**src/rtl/pdg_pkg.sv**
```systemverilog
package pdg_pkg;

   typedef enum logic [1:0] {
      PD_OFF = 2'b00,
      PD_RET = 2'b01,
      PD_ACT = 2'b10
   } pd_state_e;

   typedef enum logic [2:0] {
      MODE_RUN   = 3'd0,
      MODE_IDLE  = 3'd1,
      MODE_STBY  = 3'd2,
      MODE_BKUP  = 3'd3,
      MODE_OFF   = 3'd4
   } pd_mode_e;

   localparam logic [1:0] LINK_NONE  = 2'd0;
   localparam logic [1:0] LINK_0TO1  = 2'd1;
   localparam logic [1:0] LINK_1TO2  = 2'd2;
   localparam logic [1:0] LINK_0TO12 = 2'd3;

endpackage

```
**src/rtl/pdg_want.sv**
```systemverilog
module pdg_want
   import pdg_pkg::*;
#(
   parameter int NUM_GDOM = 3,
   parameter int NUM_DYN  = 2
) (
   input  logic [2:0]          sleep_mode,
   input  logic [NUM_GDOM-1:0] run_req,
   input  logic [NUM_DYN-1:0]  trig_req,
   input  logic [NUM_DYN-1:0]  dyn_en,
   input  logic [NUM_GDOM-1:0] hold_act,
   input  logic [1:0]          link_cfg,
   output pd_state_e           tgt_st [NUM_GDOM],
   output logic                top_nxt,
   output logic                bkup_nxt
);

   logic [NUM_GDOM-1:0] dyn_wake;
   logic [NUM_GDOM-1:0] keep;
   logic [NUM_GDOM-1:0] linked;
   logic [NUM_GDOM-1:0] hier;

   for (genvar i = 0; i < NUM_GDOM; i++) begin : g_dyn
      if (i < NUM_DYN) begin : g_gated
         assign dyn_wake[i] = trig_req[i] & dyn_en[i];
      end else begin : g_fixed
         assign dyn_wake[i] = 1'b0;
      end
   end

   assign keep = run_req | hold_act | dyn_wake;

   always_comb begin
      linked = keep;
      unique case (link_cfg)
         LINK_0TO1:  linked[1] = keep[1] | keep[0];
         LINK_1TO2:  linked[2] = keep[2] | keep[1];
         LINK_0TO12: begin
            linked[1] = keep[1] | keep[0];
            linked[2] = keep[2] | keep[0];
         end
         default: ;
      endcase
   end

   assign hier[NUM_GDOM-1] = linked[NUM_GDOM-1];
   for (genvar i = NUM_GDOM-2; i >= 0; i--) begin : g_hier
      assign hier[i] = linked[i] | hier[i+1];
   end

   always_comb begin
      top_nxt  = 1'b1;
      bkup_nxt = 1'b1;
      for (int i = 0; i < NUM_GDOM; i++) begin
         tgt_st[i] = PD_ACT;
      end
      unique case (sleep_mode)
         MODE_STBY: begin
            for (int i = 0; i < NUM_GDOM; i++) begin
               tgt_st[i] = hier[i] ? PD_ACT : PD_RET;
            end
         end
         MODE_BKUP: begin
            top_nxt = 1'b0;
            for (int i = 0; i < NUM_GDOM; i++) begin
               tgt_st[i] = PD_OFF;
            end
         end
         MODE_OFF: begin
            top_nxt  = 1'b0;
            bkup_nxt = 1'b0;
            for (int i = 0; i < NUM_GDOM; i++) begin
               tgt_st[i] = PD_OFF;
            end
         end
         default: ;
      endcase
   end

endmodule

```
**src/rtl/pdg_dom_slot.sv**
```systemverilog
module pdg_dom_slot
   import pdg_pkg::*;
#(
   parameter int WAKE_CYCLES = 4,
   localparam int CNT_W = $clog2(WAKE_CYCLES + 1)
) (
   input  logic      clk,
   input  logic      rst_n,
   input  pd_state_e tgt,
   output pd_state_e state,
   output logic      ready
);

   logic [CNT_W-1:0] wake_cnt;

   always_ff @(posedge clk or negedge rst_n) begin
      if (!rst_n) begin
         state    <= PD_ACT;
         wake_cnt <= '0;
      end else begin
         state <= tgt;
         if (tgt != PD_ACT) begin
            wake_cnt <= '0;
         end else if (state != PD_ACT) begin
            wake_cnt <= CNT_W'(WAKE_CYCLES);
         end else if (wake_cnt != '0) begin
            wake_cnt <= wake_cnt - 1'b1;
         end
      end
   end

   assign ready = (state == PD_ACT) && (wake_cnt == '0);

   // readiness only ever in the active state
   assert_ready_act_R10: assert property (@(posedge clk) disable iff (!rst_n)
      ready |-> state == PD_ACT);

   // a domain that has just switched on is not yet ready
   assert_wake_gap_R10: assert property (@(posedge clk) disable iff (!rst_n)
      (state != PD_ACT && tgt == PD_ACT) |=> !ready);

endmodule

```
**src/rtl/pd_gate_ctrl.sv**
```systemverilog
module pd_gate_ctrl
   import pdg_pkg::*;
#(
   parameter int NUM_GDOM    = 3,
   parameter int NUM_DYN     = 2,
   parameter int WAKE_CYCLES = 4,
   localparam int ST_W = 2 * NUM_GDOM
) (
   input  logic                clk,
   input  logic                rst_n,
   input  logic [2:0]          sleep_mode,
   input  logic [NUM_GDOM-1:0] run_req,
   input  logic [NUM_DYN-1:0]  trig_req,
   input  logic [NUM_DYN-1:0]  dyn_en,
   input  logic [NUM_GDOM-1:0] hold_act,
   input  logic [1:0]          link_cfg,
   input  logic                lp_allow,
   input  logic                clk_req,
   output logic [ST_W-1:0]     dom_state,
   output logic [NUM_GDOM-1:0] dom_ready,
   output logic                top_on,
   output logic                bkup_on,
   output logic                lpreg_ok
);

   if (NUM_GDOM < 3) begin : g_bad_ndom
      $error("pd_gate_ctrl: NUM_GDOM must be at least 3 for the linking options");
   end
   if (NUM_DYN < 1 || NUM_DYN > NUM_GDOM) begin : g_bad_ndyn
      $error("pd_gate_ctrl: NUM_DYN must lie between 1 and NUM_GDOM");
   end
   if (WAKE_CYCLES < 1) begin : g_bad_wake
      $error("pd_gate_ctrl: WAKE_CYCLES must be at least 1");
   end

   pd_state_e tgt_st [NUM_GDOM];
   pd_state_e cur_st [NUM_GDOM];
   logic      top_nxt;
   logic      bkup_nxt;
   logic      all_ret_nxt;
   logic      lp_nxt;

   pdg_want #(
      .NUM_GDOM (NUM_GDOM),
      .NUM_DYN  (NUM_DYN)
   ) u_want (
      .sleep_mode (sleep_mode),
      .run_req    (run_req),
      .trig_req   (trig_req),
      .dyn_en     (dyn_en),
      .hold_act   (hold_act),
      .link_cfg   (link_cfg),
      .tgt_st     (tgt_st),
      .top_nxt    (top_nxt),
      .bkup_nxt   (bkup_nxt)
   );

   for (genvar i = 0; i < NUM_GDOM; i++) begin : g_slot
      pdg_dom_slot #(
         .WAKE_CYCLES (WAKE_CYCLES)
      ) u_slot (
         .clk   (clk),
         .rst_n (rst_n),
         .tgt   (tgt_st[i]),
         .state (cur_st[i]),
         .ready (dom_ready[i])
      );
      assign dom_state[2*i +: 2] = cur_st[i];
   end

   always_comb begin
      all_ret_nxt = 1'b1;
      for (int i = 0; i < NUM_GDOM; i++) begin
         if (tgt_st[i] != PD_RET) all_ret_nxt = 1'b0;
      end
   end

   assign lp_nxt = (sleep_mode == MODE_STBY) && (all_ret_nxt || (lp_allow && !clk_req));

   always_ff @(posedge clk or negedge rst_n) begin
      if (!rst_n) begin
         top_on   <= 1'b1;
         bkup_on  <= 1'b1;
         lpreg_ok <= 1'b0;
      end else begin
         top_on   <= top_nxt;
         bkup_on  <= bkup_nxt;
         lpreg_ok <= lp_nxt;
      end
   end

   logic any_act;
   logic all_ret;
   logic all_off;
   logic all_act;
   always_comb begin
      any_act = 1'b0;
      all_ret = 1'b1;
      all_off = 1'b1;
      all_act = 1'b1;
      for (int i = 0; i < NUM_GDOM; i++) begin
         if (cur_st[i] == PD_ACT) any_act = 1'b1;
         if (cur_st[i] != PD_RET) all_ret = 1'b0;
         if (cur_st[i] != PD_OFF) all_off = 1'b0;
         if (cur_st[i] != PD_ACT) all_act = 1'b0;
      end
   end

   for (genvar i = 1; i < NUM_GDOM; i++) begin : g_hier_chk
      assert_hier_R5: assert property (@(posedge clk) disable iff (!rst_n)
         cur_st[i] == PD_ACT |-> cur_st[i-1] == PD_ACT);
   end

   assert_deep_off_R8: assert property (@(posedge clk) disable iff (!rst_n)
      (sleep_mode == MODE_BKUP || sleep_mode == MODE_OFF) |=> (all_off && !top_on));

   assert_bkup_kept_R8: assert property (@(posedge clk) disable iff (!rst_n)
      (sleep_mode != MODE_OFF) |=> bkup_on);

   assert_awake_R2: assert property (@(posedge clk) disable iff (!rst_n)
      (sleep_mode == MODE_RUN || sleep_mode == MODE_IDLE || sleep_mode > MODE_OFF) |=> all_act);

   assert_quiet_ret_R3: assert property (@(posedge clk) disable iff (!rst_n)
      (sleep_mode == MODE_STBY && run_req == '0 && hold_act == '0 && (trig_req & dyn_en) == '0)
      |=> (all_ret && lpreg_ok));

   assert_lpreg_R9: assert property (@(posedge clk) disable iff (!rst_n)
      lpreg_ok |-> (all_ret || (any_act && $past(lp_allow && !clk_req))));

endmodule

```
**config.mk**
```make
export PLATFORM = sky130hd
export DESIGN_NAME = pd_gate_ctrl
export DESIGN_NICKNAME = d
export VERILOG_FILES = /design/src/rtl/pdg_pkg.sv /design/src/rtl/pdg_want.sv /design/src/rtl/pdg_dom_slot.sv /design/src/rtl/pd_gate_ctrl.sv
export SDC_FILE = /design/constraint.sdc
export NUM_CORES = 1
export LEC_CHECK = 0
export ABC_AREA = 1
export BUFFER_PORTS_ARGS = -buffer_cell sky130_fd_sc_hd__buf_2
export CORE_MARGIN = 10
export CORE_UTILIZATION = 35
export DETAILED_ROUTE_END_ITERATION = 7
export RECOVER_POWER = 50
export SLEW_MARGIN = 25
export SYNTH_ARGS = -nofsm -noshare
export SYNTH_HDL_FRONTEND = slang
export SYNTH_HIERARCHICAL = 1
export SYNTH_SLANG_ARGS = --single-unit
```
**constraint.sdc**
```tcl
create_clock -name clk -period 3.2 [get_ports clk]
set_input_delay 0.64 -clock clk [delete_from_list [all_inputs] [get_ports clk]]
set_output_delay 0.64 -clock clk [all_outputs]
set_load 0.01 [all_outputs]
```
==> summary.md, run 1 <==
| Metric | Value |
|---|---|
| Syn_nets | 175 |
| Post-DP HPWL | 1.85 mm |
| Core Region | 3050 sq um |
| Final setup viols | 0 |
| Vias in the first global route | 918 |
| Lkg Pwr | 0.782 nW |
| Die ar. | 5830 sq um |
| Worst-path clk slew | 100 ps |
| Worst-Margin Slew | 919 ps |
| Reg2reg path depth | 7 |
| Largest family of logic cells by synthesized area | simple AND/OR/NAND/NOR gates |
| Maximum VDD drop | 0.000203 V |
| CTS tree | done |
| GRT overflow | 0 |
| Fin nets | 210 |
| Starting Density | 0.364 |
| Reg2reg end | g_slot[0].u_slot/wake_cnt[2] |
| Syn avg cell area | 7.41 sq um |
| Max Fclk | 497 MHz |
| Clock latency on the worst-skew pair | 280 ps |
| Compound-cell area share of the yosys netlist | 0.0349 |
| DRC violations left | 0 |
| Placed Instance Area | 1320 sq um |
| Dominant cells by area after synthesis | dfrtp_1 (29%), nand2_1 (12%), dfstp_2 (12%), inv_1 (11%), ha_1 (6.8%) |
| CP Data Required Time | 2560 ps |
| Worst Path Arrival | 1370 ps |
| Critical Path Start Type | register |
| Placer Congestion | 0.732 |
| Clock Skews | 3.63 ps |
| Final ANT Viol Nets | 0 |
| Crit share post-route | 0.629 |
| Vias per cell | 4.04 |
| Fin crit period | 2010 ps |
| Antenna Cells | 0 |
| H-tree Lvls | 1 |
| Initial antenna violation count | 0 |
| Via count | 922 |
| Most area-hungry cell type in the Yosys netlist | dfrtp_1 |
| Fin area | 1340 sq um |
| Synth top area share | 0.293 |
| Fin. Hold Viols | 0 |
| Cell area after synthesis | 1110 sq um |
| Hold WS | 457 ps |
| First-pass GRT wire length | 3.86 mm |
| Largest net degree at the start of global routing | 19 |
| Placed insts | 224 |
| Yosys reg bits | 18 |
| CP Max Fanout | 3 |
| Die X | 76.3 um |
| Final Power | 0.856 mW |
| Final WL | 2.11 mm |
| PD cells | 638 nW/um^2 |
| Critical path endpoint category | output port |
| Synth Area in XOR/XNOR | 0 |
| GRT Util Overall | 0.0789 |
| Post-synthesis cell type count | 19 |
| Max-Cap Viols | 0 |
| Status | complete, no violations |
| R2r setup slk | 2090 ps |
| Post-Synth Simple-Gate Area | 0.355 |
| Ys Warns | 6 |
| Clock sink total | 18 |
| Port-buffer cells | 30 |
| R2r startpoint | g_slot[0].u_slot/wake_cnt[0] |
| Cts bufs inserted | 3 |
| Dpl ws | 1390 ps |
| Final non-filler cell total | 228 |
| Gate count after technology mapping | 150 |
| Synth Area in Adders | 0.0676 |
| WL/cell | 9.24 um |
| Rows | 20 |
| Die Y | 76.3 um |
| First-pass DRT Iterations | 3 |
| Final setup margin | 1190 ps |
| Clock tree buffer depth | 2 |
| 1st-iter DRT viols | 20 |
| CTS Root Cell | clkbuf_4 |
| Max-slew violations | 0 |
| Hold WC Path Type | primary input to async pin |
| Multiplexer area fraction after synthesis | 0 |
| Seq/Total Area, Yosys | 0.411 |
| Post-CTS Setup Inserts | 0 |
| Layout filler cell count | 344 |
| Post-layout util | 0.440 |
| Unrepaired setup endpoints after global routing | false |
| Area growth, synth to finish | 20.8% |
| Setup CP Type | register to output port |
| Cts hold-fix bufs | 0 |
| Setup TNS | 0 ps |
| Slew margin rel. | 0.387 |
| I/O pin total | 31 |
| Post-CTS sizing | 0 |
| Layout cells sized above 1 | 0.326 |
[placed cells by master (no fill, tap or decap), drive strengths merged]
cell / count
nand3: 13
or2: 1
nand2: 42
ha: 6
dfstp: 5
nor2: 24
a21oi: 3
dfrtp: 13
clkinv: 1
buf: 28
clkbuf: 6
o21ai: 4
inv: 38
[report_power, final]
| part | switching, mW | total, mW | leakage, nW | internal (mW) |
|---|---|---|---|---|
| logic | 0.247 | 0.407 | 0.539 | 0.160 |
| registers | 0.0299 | 0.316 | 0.222 | 0.286 |
| clock network | 0.0647 | 0.134 | 0.0210 | 0.0692 |
[sequential cells by signal (all words and copies together) (netlist names)]
signal                  count
g_slot.u_slot/wake_cnt      9
g_slot.u_slot/state         6
bkup_on                     1
lpreg_ok                    1
top_on                      1
[synthesized netlist by cell type]
master	n
a21oi_2	1
o21ai_0	3
nor2_2	6
o21ai_1	1
a21oi_1	2
clkinv_1	1
ha_1	6
nand2_4	2
dfrtp_1	13
nor2_4	3
or2_4	1
nand2_1	36
nand2_2	4
nand3_2	2
nand3_1	11
nor2_1	15
inv_2	6
inv_1	32
dfstp_2	5
[metal layers]
layer,part of all wire,global-route usage,vias to the layer above,wire length (um)
met1,0.48,0.0897,393,1000
met5,0,0,-,0
met4,0.019,0.0502,0,41
met3,0.044,0.0200,2,92
li1,-,-,505,-
met2,0.46,0.128,22,971
[cell type report]
| cell class | instances | area, sq um | area share |
|---|---|---|---|
| Multi-Input combinational cell | 93 | 500 | 0.373 |
| Timing Repair Buffer | 30 | 148 | 0.110 |
| Clock buffer | 4 | 36.3 | 0.0270 |
| Sequential cell | 18 | 457 | 0.340 |
| Tap cell | 44 | 55.1 | 0.0410 |
| Inverter | 39 | 146 | 0.109 |
[kinds of logic after synthesis]
| kind of cell | Yosys count |
|---|---|
| compound gates | 7 |
| flops | 18 |
| simple gates | 80 |
| buf+inv | 39 |
| fa+ha+maj | 6 |
[critical path: stages (launching register included)]
cell     delay, ps
dfrtp_1        390
inv_1          100
ha_1           170
inv_1           60
nor2_2         120
nand2_1         90
inv_1           50
buf_2          120
[worst max-delay path by stage]
stage | start | slack (ps) | depth (start not counted) | to
final | g_slot[0].u_slot/wake_cnt[0] | 1190 | 7 | dom_ready[0]
after global routing | g_slot[0].u_slot/wake_cnt[0] | 1020 | 7 | dom_ready[0]
after CTS | g_slot[0].u_slot/wake_cnt[0] | 1170 | 7 | dom_ready[0]
after detailed placement | trig_req[1] | 1390 | 13 | g_slot[2].u_slot/wake_cnt[2]
after global placement | trig_req[1] | 1410 | 13 | g_slot[2].u_slot/wake_cnt[2]
after floorplan | trig_req[1] | 1630 | 12 | g_slot[2].u_slot/wake_cnt[2]
(Power assumes the default switching activity.)
==> inputs of run 2 (changes only) <==
==> constraint.sdc (replaced) <==
create_clock -name clk -period 2.05 [get_ports clk]
set_input_delay 0.41 -clock clk [delete_from_list [all_inputs] [get_ports clk]]
set_output_delay 0.41 -clock clk [all_outputs]
set_load 0.01 [all_outputs]
==> summary.md, run 2 (synthesized netlist as in run 1, its figures left out) <==
| Metric | Value |
|---|---|
| Status | complete, no violations |
| Slew margin rel. | 0.389 |
| Hold WC Path Type | primary input to async pin |
| Vias in the first global route | 924 |
| Layout cells sized above 1 | 0.310 |
| Hold WS | 227 ps |
| Rows | 20 |
| Met3 wire len | 74 um |
| Clock latency on the worst-skew pair | 280 ps |
| Placer Congestion | 0.732 |
| Die ar. | 5830 sq um |
| CTS tree | done |
| I/O pin total | 31 |
| Worst-Margin Slew | 917 ps |
| PD cells | 977 nW/um^2 |
| Max-slew violations | 0 |
| Worst-path clk slew | 100 ps |
| 1st-iter DRT viols | 23 |
| WL/cell | 9.04 um |
| Post-CTS sizing | 0 |
| Lkg Pwr | 0.778 nW |
| Reg2reg path depth | 7 |
| Worst-path cell chain | inv_1 > ha_1 > inv_1 > nor2_2 > nand2_1 > inv_1 > buf_2 |
| Clock power frac | 0.135 |
| Registers with the most flip-flops | g_slot.u_slot/wake_cnt: 9 flops, g_slot.u_slot/state: 6 flops |
| Vias per cell | 4.01 |
| First-pass DRT Iterations | 4 |
| Post-layout util | 0.435 |
| CP Max Fanout | 3 |
| Post-DP HPWL | 1.81 mm |
| GRT Util Overall | 0.0762 |
| Worst Path Arrival | 1370 ps |
| Clock Skews | 4.18 ps |
| Die Y | 76.3 um |
| Critical Path Start | g_slot[0].u_slot/wake_cnt[0] |
| Dpl ws | 465 ps |
| CTS Root Cell | clkbuf_4 |
| Critical path endpoint category | output port |
| Combinational fraction of design power | 0.484 |
| Cts hold-fix bufs | 0 |
| Post-CTS Setup Inserts | 0 |
| DRC violations left | 0 |
| CP Data Required Time | 1640 ps |
| Crit share post-route | 0.870 |
| Biggest register | g_slot.u_slot/wake_cnt |
| Clock sink total | 18 |
| Final ANT Viol Nets | 0 |
| Sequential share of power | 0.381 |
| Clock tree buffer depth | 2 |
| Critical Path Start Type | register |
| Commonest non-fill, non-tap cell in the layout | nand2_1 |
| Fin crit period | 1780 ps |
| Area growth, synth to finish | 19.5% |
| Sw frac | 0.406 |
| CP max-delay cell | dfrtp_1 |
| Antenna Cells | 0 |
| Placed insts | 224 |
| Top routing layer used | met4 |
| Initial antenna violation count | 0 |
| Internal Pwr Total | 0.770 mW |
| R2r startpoint | g_slot[0].u_slot/wake_cnt[0] |
| Max reg flops | 9 |
| Fin. Hold Viols | 0 |
| Final non-filler cell total | 228 |
| Core Region | 3050 sq um |
| Reg2reg end | g_slot[0].u_slot/wake_cnt[2] |
| Setup TNS | 0 ps |
| Final setup viols | 0 |
| Crit path largest cell delay | 390 ps |
| Final WL | 2.06 mm |
| Most frequent cells in the layout | nand2_1 (37), inv_1 (33), buf_2 (28) |
| First-pass GRT wire length | 3.79 mm |
| Largest net degree at the start of global routing | 19 |
| R2r setup slk | 940 ps |
| Max Fclk | 561 MHz |
| Die X | 76.3 um |
| Via count | 914 |
| Cts bufs inserted | 3 |
| GRT overflow | 0 |
| Met2 WL | 936 um |
| Unrepaired setup endpoints after global routing | false |
| Setup CP Type | register to output port |
| NetSw | 0.527 mW |
| Max-Cap Viols | 0 |
| Maximum VDD drop | 0.000242 V |
| Post-Route M1 WL | 1.01 mm |
| Starting Density | 0.364 |
| H-tree Lvls | 1 |
| Most frequent CP cell | inv_1 |
| Port-buffer cells | 30 |
| Layout filler cell count | 342 |
| Final setup margin | 267 ps |
| Fin nets | 210 |
## run 2: power groups by stage
stage          Combinational (mW)  Clock (mW)  Sequential [mW]
2_1_floorplan               0.498           0            0.496
3_3_place_gp                0.621           0            0.499
3_5_place_dp                0.638           0            0.501
4_1_cts                     0.641       0.187            0.494
5_1_grt                     0.746       0.200            0.504
6_report                    0.628       0.175            0.494
## run 2: per-layer routing
layer / track usage / up-vias
met3: 0.0165 / 2
li1: - / 506
met4: 0.0446 / 0
met2: 0.128 / 24
met1: 0.0869 / 382
met5: 0 / -
## run 2: stage by stage
| stage | cell area, sq um | power (mW) |
|---|---|---|
| 6_report | 1330 | 1.30 |
| 5_1_grt | 1330 | 1.45 |
| 4_1_cts | 1340 | 1.32 |
| 3_5_place_dp | 1320 | 1.14 |
| 3_3_place_gp | 1320 | 1.12 |
| 2_1_floorplan | 1110 | 0.994 |
## run 2: cell type report
| type | instances | area, sq um | share of cell area |
|---|---|---|---|
| multi-input cells | 93 | 495 | 0.373 |
| flip-flops and latches | 18 | 457 | 0.344 |
| repair buffers | 30 | 148 | 0.111 |
| inverters | 39 | 146 | 0.110 |
| well taps | 44 | 55.1 | 0.0415 |
| clock buffers | 4 | 26.3 | 0.0198 |
## run 2: critical path, delay by kind of cell, from the launching register on
family	cells	cell delay [ps]
flops	1	390
fa+ha+maj	1	180
buf+inv	4	330
simple gates	2	190
## run 2: worst max-delay path by stage
stage                                         endpoint  slack (ps)  cells after the start
after floorplan           g_slot[2].u_slot/wake_cnt[2]         710                     12
after global placement    g_slot[2].u_slot/wake_cnt[2]         490                     13
after detailed placement  g_slot[2].u_slot/wake_cnt[2]         460                     13
after CTS                                 dom_ready[0]         260                      7
after global routing                      dom_ready[0]         130                      7
final                                     dom_ready[0]         270                      7
